File: config.mk
export PLATFORM = sky130hd
export DESIGN_NAME = sdram_pd_ctrl
export DESIGN_NICKNAME = d
export VERILOG_FILES = /design/src/rtl/pdc_pkg.sv /design/src/rtl/pdc_cycle_timer.sv /design/src/rtl/pdc_fsm.sv /design/src/rtl/sdram_pd_ctrl.sv
export SDC_FILE = /design/constraint.sdc
export NUM_CORES = 1
export LEC_CHECK = 0
export BUFFER_PORTS_ARGS = -buffer_cell sky130_fd_sc_hd__buf_2
export CAP_MARGIN = 0
export CORE_MARGIN = 3
export CORE_UTILIZATION = 55
export CTS_BUF_LIST = sky130_fd_sc_hd__clkbuf_8
export CTS_CLUSTER_DIAMETER = 60
export CTS_CLUSTER_SIZE = 24
export DETAILED_ROUTE_END_ITERATION = 7
export PLACE_DENSITY = 0.76
export SETUP_SLACK_MARGIN = 0.3
export SLEW_MARGIN = 20
export SYNTH_ARGS = -nofsm -noshare
export SYNTH_HDL_FRONTEND = slang
export SYNTH_SLANG_ARGS = --single-unit
export TNS_END_PERCENT = 20
File: constraint.sdc
create_clock -name clk -period 1.7 [get_ports clk]
set_input_delay 0.425 -clock clk [delete_from_list [all_inputs] [get_ports clk]]
set_output_delay 0.425 -clock clk [all_outputs]
set_load 0.02 [all_outputs]
File: src/rtl/pdc_pkg.sv
package pdc_pkg;

   typedef enum logic [2:0] {
      ST_UP      = 3'd0,   // clock enable high, normal operation
      ST_DROP    = 3'd1,   // first cycle with clock enable low
      ST_SLEEP   = 3'd2,   // residency
      ST_WAKE    = 3'd3,   // clock enable high again, commands held off
      ST_SETTLE  = 3'd4    // DLL settle window, reads held off
   } pdc_state_e;

endpackage

File: src/rtl/pdc_cycle_timer.sv
module pdc_cycle_timer #(
   parameter int LIMIT = 4
) (
   input  logic clk,
   input  logic rst_n,
   input  logic run,
   output logic done
);
   localparam int W = (LIMIT < 2) ? 1 : $clog2(LIMIT + 1);
   localparam logic [W-1:0] LAST = W'(LIMIT - 1);

   if (LIMIT < 1) begin : g_bad_limit
      $error("pdc_cycle_timer: LIMIT must be at least 1");
   end

   logic [W-1:0] cnt;

   always_ff @(posedge clk) begin
      if (!rst_n)          cnt <= '0;
      else if (!run)       cnt <= '0;
      else if (cnt != LAST) cnt <= cnt + 1'b1;
   end

   assign done = run && (cnt == LAST);

endmodule

File: src/rtl/pdc_fsm.sv
module pdc_fsm
   import pdc_pkg::*;
(
   input  logic       clk,
   input  logic       rst_n,
   input  logic       pd_req,
   input  logic       busy,
   input  logic       banks_idle,
   input  logic       dll_off,
   input  logic       limit_hit,
   input  logic       settle_done,
   output pdc_state_e state,
   output logic       kind_active,
   output logic       dll_was_off
);
   pdc_state_e state_nx;
   logic       hold_off;   // set by a forced exit, cleared when the request drops
   logic       take;

   assign take = (state == ST_UP) && pd_req && !busy && !hold_off;

   always_comb begin
      state_nx = state;
      unique case (state)
         ST_UP:     if (take) state_nx = ST_DROP;
         ST_DROP:   state_nx = ST_SLEEP;
         ST_SLEEP:  if (!pd_req || limit_hit) state_nx = ST_WAKE;
         ST_WAKE:   state_nx = dll_was_off ? ST_SETTLE : ST_UP;
         ST_SETTLE: if (settle_done) state_nx = ST_UP;
         default:   state_nx = ST_UP;
      endcase
   end

   always_ff @(posedge clk) begin
      if (!rst_n) begin
         state       <= ST_UP;
         kind_active <= 1'b0;
         dll_was_off <= 1'b0;
         hold_off    <= 1'b0;
      end else begin
         state <= state_nx;
         if (take) begin
            kind_active <= !banks_idle;
            dll_was_off <= dll_off;
         end
         if (state == ST_SLEEP && pd_req && limit_hit) hold_off <= 1'b1;
         else if (!pd_req)                             hold_off <= 1'b0;
      end
   end

endmodule

File: src/rtl/sdram_pd_ctrl.sv
module sdram_pd_ctrl
   import pdc_pkg::*;
#(
   parameter int PD_LIMIT_CYCLES  = 6_400_000,
   parameter int PD_MARGIN_CYCLES = 6_400,
   parameter int DLL_WAIT_CYCLES  = 200,
   parameter bit ALLOW_DLL_OFF    = 1'b1
) (
   input  logic clk,
   input  logic rst_n,
   input  logic pd_req,
   input  logic busy,
   input  logic banks_idle,
   input  logic dll_off_en,
   output logic cke,
   output logic cmd_allowed,
   output logic read_allowed,
   output logic in_pd,
   output logic pd_is_active,
   output logic dll_enable_req
);
   localparam int PD_MAX = PD_LIMIT_CYCLES - PD_MARGIN_CYCLES;

   if (PD_MARGIN_CYCLES < 0) begin : g_bad_margin
      $error("sdram_pd_ctrl: PD_MARGIN_CYCLES must not be negative");
   end
   if (PD_MAX < 2) begin : g_bad_limit
      $error("sdram_pd_ctrl: residency limit minus margin must be at least 2");
   end
   if (ALLOW_DLL_OFF && DLL_WAIT_CYCLES < 1) begin : g_bad_wait
      $error("sdram_pd_ctrl: DLL_WAIT_CYCLES must be at least 1");
   end

   pdc_state_e state;
   logic       limit_hit;
   logic       settle_done;
   logic       dll_off_eff;
   logic       dll_was_off;

   pdc_cycle_timer #(.LIMIT(PD_MAX)) u_res_timer (
      .clk  (clk),
      .rst_n(rst_n),
      .run  (state == ST_DROP || state == ST_SLEEP),
      .done (limit_hit)
   );

   if (ALLOW_DLL_OFF) begin : g_dll
      assign dll_off_eff = dll_off_en;
      pdc_cycle_timer #(.LIMIT(DLL_WAIT_CYCLES)) u_settle_timer (
         .clk  (clk),
         .rst_n(rst_n),
         .run  (state == ST_SETTLE),
         .done (settle_done)
      );
   end else begin : g_no_dll
      logic unused_dll_off;
      assign unused_dll_off = dll_off_en;
      assign dll_off_eff    = 1'b0;
      assign settle_done    = 1'b1;
   end

   pdc_fsm u_fsm (
      .clk        (clk),
      .rst_n      (rst_n),
      .pd_req     (pd_req),
      .busy       (busy),
      .banks_idle (banks_idle),
      .dll_off    (dll_off_eff),
      .limit_hit  (limit_hit),
      .settle_done(settle_done),
      .state      (state),
      .kind_active(pd_is_active),
      .dll_was_off(dll_was_off)
   );

   always_comb begin
      in_pd          = (state == ST_DROP) || (state == ST_SLEEP);
      cke            = !in_pd;
      cmd_allowed    = (state == ST_UP) || (state == ST_SETTLE);
      read_allowed   = (state == ST_UP);
      dll_enable_req = (state == ST_WAKE) && dll_was_off;
   end

endmodule

# After elaboration in Yosys (flattened, before gate mapping)
# Cells that the tools add are included.
# classes
multipliers	0
n_reduce_logical	20
add_sub_neg	2
n_eq_ne	12
bitwise	0
n_div	0
shift	0
muxes	7
n_lt_le_gt_ge	0
# op_table
operator	count
23-bit by 1-bit adder with 23-bit output (second input constant)	1
23-bit == test (second input constant)	1
23-bit inequality test (second input constant)	1
3-bit case mux with 5 select lines	1
3-bit 2-to-1 mux	4
8-bit by 1-bit adder with 8-bit output (second input constant)	1
8-bit == test (second input constant)	1
1-bit logical AND	8
8-bit inequality test (second input constant)	1
3-bit by 2-bit == test with 1-bit output (second input constant)	2
2-bit by 1-bit inequality test with 1-bit output (second input constant)	3
1-bit zero test	5
2-bit AND reduction	2
3-bit by 1-bit == test with 1-bit output (second input constant)	1
3-bit == test (second input constant)	1
3-bit zero test	1
1-bit logical OR	3
3-bit AND reduction	1
1-bit 2-to-1 mux	2
2-bit inequality test (second input constant)	1
# word_totals
rom_bits	0
memories	0
register_bits	37
input_bits	6
out_inout_bits	6
ram_bits	0
latch_bits	0
word_cells	47

# Logic depth before layout (Yosys ltp)
# depth
ltp_word	6
ltp_mapped	7
depth_no_buf	6

# Modules after synthesis
# Synthesis repeated with hierarchy kept, for this count alone.
# unflattened
cells_unflattened	215
area_unflattened_um2	1864.3
# modules_own_cells
mod	cells_per_inst	instances	area_per_inst_um2	seq_area_each_um2
pdc_cycle_timer at u_res_timer	141	1	1162.4	460.4
pdc_cycle_timer at g_dll.u_settle_timer	42	1	385.4	160.2
pdc_fsm	25	1	267.8	120.1
sdram_pd_ctrl	7	1	48.8	0.0

# Least setup slack after synthesis
# Ideal clock, no wire load.
# synth_path
path_type	register to register
from	register u_res_timer.cnt[0]
to	register u_res_timer.cnt[9]
path_buffers	1
setup_time_ns	0.115
arrival_time_ns	1.510
stages_incl_launch_ff	8
period_less_slack_ns	1.625
setup_slack_ns	0.075
t_required_ns	1.585
cell_sequence	dfxtp_1 ha_1 and3_1 clkbuf_4 nand3_2 nor2_8 o31a_1 o21a_1
# synth_between
elab_chain_len	1
elab_cells_between_ends	2
classes_between	add/sub (1); eq/ne (1)
# synth_rtl
item	line	rtl
start: declaration	pdc_cycle_timer.sv:16	logic [W-1:0] cnt;
start signal: assignment	pdc_cycle_timer.sv:21	else if (cnt != LAST) cnt <= cnt + 1'b1;
23-bit by 1-bit adder with 23-bit output / 23-bit inequality test (equally long branches)	pdc_cycle_timer.sv:21	
# Parallel ways exist; a longest one is shown, timed or not.
# A chain may end at the register's enable or synchronous reset.

# Worst setup path after layout
# layout_path
from	register u_fsm.hold_off
to	register u_fsm.kind_active
# layout_between
elab_chain_len	2
# layout_rtl
item	line	rtl
start: declaration	pdc_fsm.sv:17	logic hold_off;
start signal: assignment	pdc_fsm.sv:39	hold_off <= 1'b0;
start signal: assignment	pdc_fsm.sv:46	if (state == ST_SLEEP && pd_req && limit_hit) hold_off <= 1'b1;
start signal: assignment	pdc_fsm.sv:47	else if (!pd_req) hold_off <= 1'b0;
1-bit zero test	pdc_fsm.sv:20	assign take = (state == ST_UP) && pd_req && !busy && !hold_off;
1-bit logical AND	pdc_fsm.sv:20	
end signal: assignment	pdc_fsm.sv:43	kind_active <= !banks_idle;
end: declaration	pdc_fsm.sv:13	output logic kind_active,
# Every way passes these cells.

==> results.txt <==
The internal power component is 0.00151 W. The synthesis-stage register bit count came out at 37. STA classifies the critical path endpoint as a flip-flop.

The part of the total power dissipated in the clock network is 25.7%. The wire length of the first global-routing pass is 6730 um. The number of nets in the synthesized netlist is 207. The warning count from the yosys run is 0. The count of endpoints failing setup in the final report came out at 0. The number of clock buffers inserted by TritonCTS came out at 5. The worst clock skew came out at 7.41 ps. The worst hold path belongs to the class in -> reg. The run finished with clean final reports. The critical path starts at u_fsm.hold_off. The number of antenna violations at the first check in global routing is 0. The nature of the critical path startpoint is a flip-flop. Data on the critical path is required at its endpoint by 1890 ps. The via count of the first global-routing pass came out at 1510. Across the VDD grid, the largest voltage drop is 0.000901 V.

The overall die height is 63.6 um. The fraction of power spent switching nets is 29.9%. In this run the worst path has a maximum fanout of 3. In this run the biggest area consumer among cell types represents 40.6% of the synthesized area. In this run the clock root is driven by a sky130_fd_sc_hd__clkbuf_8.

The destination of the worst register-to-register timing path is u_fsm.kind_active. In the global route stage, overall resource usage came out at 21.1%. The post-layout utilization of the core is 74.6%.

The portion of the post-synthesis area used by sequential elements came out at 40.6%. The beginning of the worst hold path is dll_off_en. The clock-pin slew on the worst setup and hold paths came out at 70 ps. In this run, the number of DRC markers left after iteration 0 of detailed routing was 80.

The signal arrival time at the worst endpoint came out at 1810 ps. Dividing total power by cell area gives a power density of 928 nW/um^2. The hold path depth came out at 3. The cell accounting for the most synthesized area is sky130_fd_sc_hd__dfxtp_1. Counting flops with a built-in enable in the synthesized netlist gives 0. The number of iterations in the first detailed-routing pass came out at 4.

The total power came out at 0.00215 W. The clock sink total is 37. After synthesis, the cell types taking the most area are sky130_fd_sc_hd__dfxtp_1 (41%), sky130_fd_sc_hd__xor2_1 (6.7%), sky130_fd_sc_hd__nor2_1 (6.6%). The slew at the pin closest to its max-slew limit came out at 270 ps. The area enclosed by the die boundary came out at 4050 um^2.

The last weighted congestion value of the routability-driven placer is 0.793. The final wirelength is 4270 um. The final hold violation count is 0. The fraction of layout instances using a drive strength above 1 came out at 36.1%. The half-perimeter wire length of the detailed placement result is 2590 um. The number of I/O pins came out at 12. The achievable frequency is 616 MHz.

The endpoint with the worst hold slack is u_fsm.dll_was_off. After routing the design area is 2320 um^2. The setup path with the least slack is of type reg -> reg. The number of input and output port buffers inserted came out at 11. The net count of the finished layout is 239. The clock insertion delay at the later pin of the skew report came out at 290 ps. The number of nets still failing antenna checks after routing came out at 0.

The width of the chip came out at 63.6 um. After detailed routing, the number of vias per cell comes to 5.64. The area of the mapped netlist came out at 1830 um^2. The cell area reported after detailed placement came out at 1980 um^2.

The initial core utilization is 58.8%. The normalized max-slew margin is 81.9%. Counting I/O delays and the setup requirement, the final critical path takes 1620 ps. The analysis attributes to net switching a power of 0.000642 W. The number of cell instances on the worst register-to-register path came out at 5. In this run the number of H-tree levels came out at 2.

The instance count of the mapped netlist is 199. The pin count of the biggest net entering global routing came out at 21. The mean post-synth cell area came out at 9.17 um^2. The diode insertion count for antenna repair came out at 0. The max-slew violation count is 0. For this run, design rule violations remaining after detail routing come to 0.

The final routed wire length divided by cell count came out at 15.6 um. The routed layout has 1546 vias. The fraction of registers with async set/reset came out at 0%. The proportion of power drawn by flip-flops and latches came out at 44.1%. The signal on the critical path passes through or3b_1, or4_4, nand2_1, o21ai_1, and2_1. The number of distinct library cell variants in the gate-level netlist after synthesis came out at 48. In this run the register-to-register setup slack is 80 ps. Relative to the synthesized area, the layout overhead comes to 26.9%. The share of the clock period used by the worst path is 95.5%. The startpoint identified for the worst register-to-register timing path is u_fsm.hold_off. The slowest stage of the critical path is the sky130_fd_sc_hd__or4_4 cell. The layout has 217 filler cells.

The share of total power in combinational logic came out at 30.2%. For this design, the CTS-stage hold fixing added 0 buffers. The buffer levels on the longest clock path is 2. Summed over all failing endpoints, the final setup total negative slack is 0 ps.

The biggest cell delay along the critical path is 460 ps. The max-capacitance violation count is 0. TritonCTS built the clock tree. The most instantiated flip-flop cell in the synthesis netlist is sky130_fd_sc_hd__dfxtp_1. The static leakage is 0.883 nW. Setup repair after global routing could not meet its margin everywhere. The core region is 3100 um^2. The total overflow left after global routing is 0. Row generation in the floorplan step produced 20 rows.
## cell usage in the layout (no fill, tap or decap), drive strengths merged, types with 2 or more instances in the layout
cell type   n
dfxtp      37
nor2       33
buf        28
xor2       14
nand3      14
nand2      13
xnor2      10
and3       10
nor3        9
inv         7
clkbuf      7
o21ai       7
nand4       5
a31oi       4
nor4        4
mux2i       3
and4        3
or3b        2
and2        2
nor2b       2
a21oi       2
ha          2
## metrics by stage
stage | hold WS (ps) | worst slack (ps) | cells
floorplan | 430 | 115 | 199
detailed placement | 478 | -18.0 | 255
global route | 395 | 11.1 | 274
global placement | 464 | -0.00877 | 255
CTS | 400 | 149 | 270
finish | 402 | 76.6 | 274
## synthesized netlist by cell type, types with 2 or more instances
| master | number |
|---|---|
| sky130_fd_sc_hd__and3_1 | 6 |
| sky130_fd_sc_hd__mux2i_1 | 3 |
| sky130_fd_sc_hd__nand2_2 | 2 |
| sky130_fd_sc_hd__and3_2 | 3 |
| sky130_fd_sc_hd__xor2_1 | 14 |
| sky130_fd_sc_hd__nand3_1 | 12 |
| sky130_fd_sc_hd__nand2_1 | 11 |
| sky130_fd_sc_hd__nor3_1 | 8 |
| sky130_fd_sc_hd__and2_1 | 2 |
| sky130_fd_sc_hd__nor2_1 | 32 |
| sky130_fd_sc_hd__o21ai_1 | 3 |
| sky130_fd_sc_hd__a31oi_1 | 4 |
| sky130_fd_sc_hd__nand4_1 | 4 |
| sky130_fd_sc_hd__a21oi_1 | 2 |
| sky130_fd_sc_hd__ha_1 | 2 |
| sky130_fd_sc_hd__dfxtp_1 | 37 |
| sky130_fd_sc_hd__clkbuf_1 | 3 |
| sky130_fd_sc_hd__o21ai_0 | 4 |
| sky130_fd_sc_hd__nor2b_1 | 2 |
| sky130_fd_sc_hd__inv_1 | 6 |
| sky130_fd_sc_hd__or3b_1 | 2 |
| sky130_fd_sc_hd__xnor2_1 | 10 |
| sky130_fd_sc_hd__nor4_4 | 2 |
## metal layers
metal,vias up,global-route usage (%),share of wire [%]
met5,-,0,0
met4,0,7.28,2.3
met3,12,5.35,4.2
met2,48,37.4,53
met1,731,24.4,41
li1,755,-,-
## layout make-up
class / count / area, um^2 / share of cell area [%]
flip-flops and latches: 37 / 772 / 33.3
clock buffers: 5 / 68.8 / 2.97
inverters: 7 / 26.3 / 1.13
well taps: 44 / 55.1 / 2.38
multi-input cells: 150 / 1120 / 48.4
clock inverters: 1 / 5.00 / 0.216
repair buffers: 30 / 268 / 11.6
## state kept, by name (all words and copies together) (netlist names)
name                      flops
g_dll.u_settle_timer.cnt      8
u_fsm.dll_was_off             1
u_fsm.hold_off                1
u_fsm.kind_active             1
u_fsm.state                   3
u_res_timer.cnt              23
## critical path, delay by kind of cell (launching register included)
kind / cells / cell delay, ps
flops: 1 / 330
simple gates: 4 / 1120
compound gates: 1 / 70
## kinds of logic (layout without fill, tap and decap cells)
logic type | count (synthesis) | count (layout) | synth area share (%)
xor gates and xnor gates | 24 | 24 | 11.5
muxes | 3 | 3 | 1.65
adders and majority gates | 2 | 2 | 1.37
DFF | 37 | 37 | 40.6
AOI/OAI and AO/OA | 17 | 17 | 5.83
buffers and inverters | 12 | 43 | 2.74
and+or+nand+nor | 104 | 104 | 36.3
## worst max-delay path by stage
stage                                   end
after global routing      u_fsm.kind_active
after detailed placement  u_fsm.kind_active
after global placement    u_fsm.kind_active
after floorplan           u_fsm.kind_active
after CTS                               cke
final                     u_fsm.kind_active
## power by group through the flow
stage | clock network (W) | logic (W) | registers, W
after detailed placement | 0 | 0.000338 | 0.000955
after global routing | 0.000609 | 0.000688 | 0.000952
after global placement | 0 | 0.000332 | 0.000955
after CTS | 0.000562 | 0.000465 | 0.000941
after floorplan | 0 | 0.000236 | 0.000951
final | 0.000552 | 0.000649 | 0.000947
## timing repair
action / CTS / global route
setup endpoints to repair: 34 / 38
buffers inserted: 9 / 2
gates cloned: 0 / 2
pin swaps: 9 / 5
gates resized for setup: 24 / 18
No activity file was read; power rests on OpenSTA's default activity.
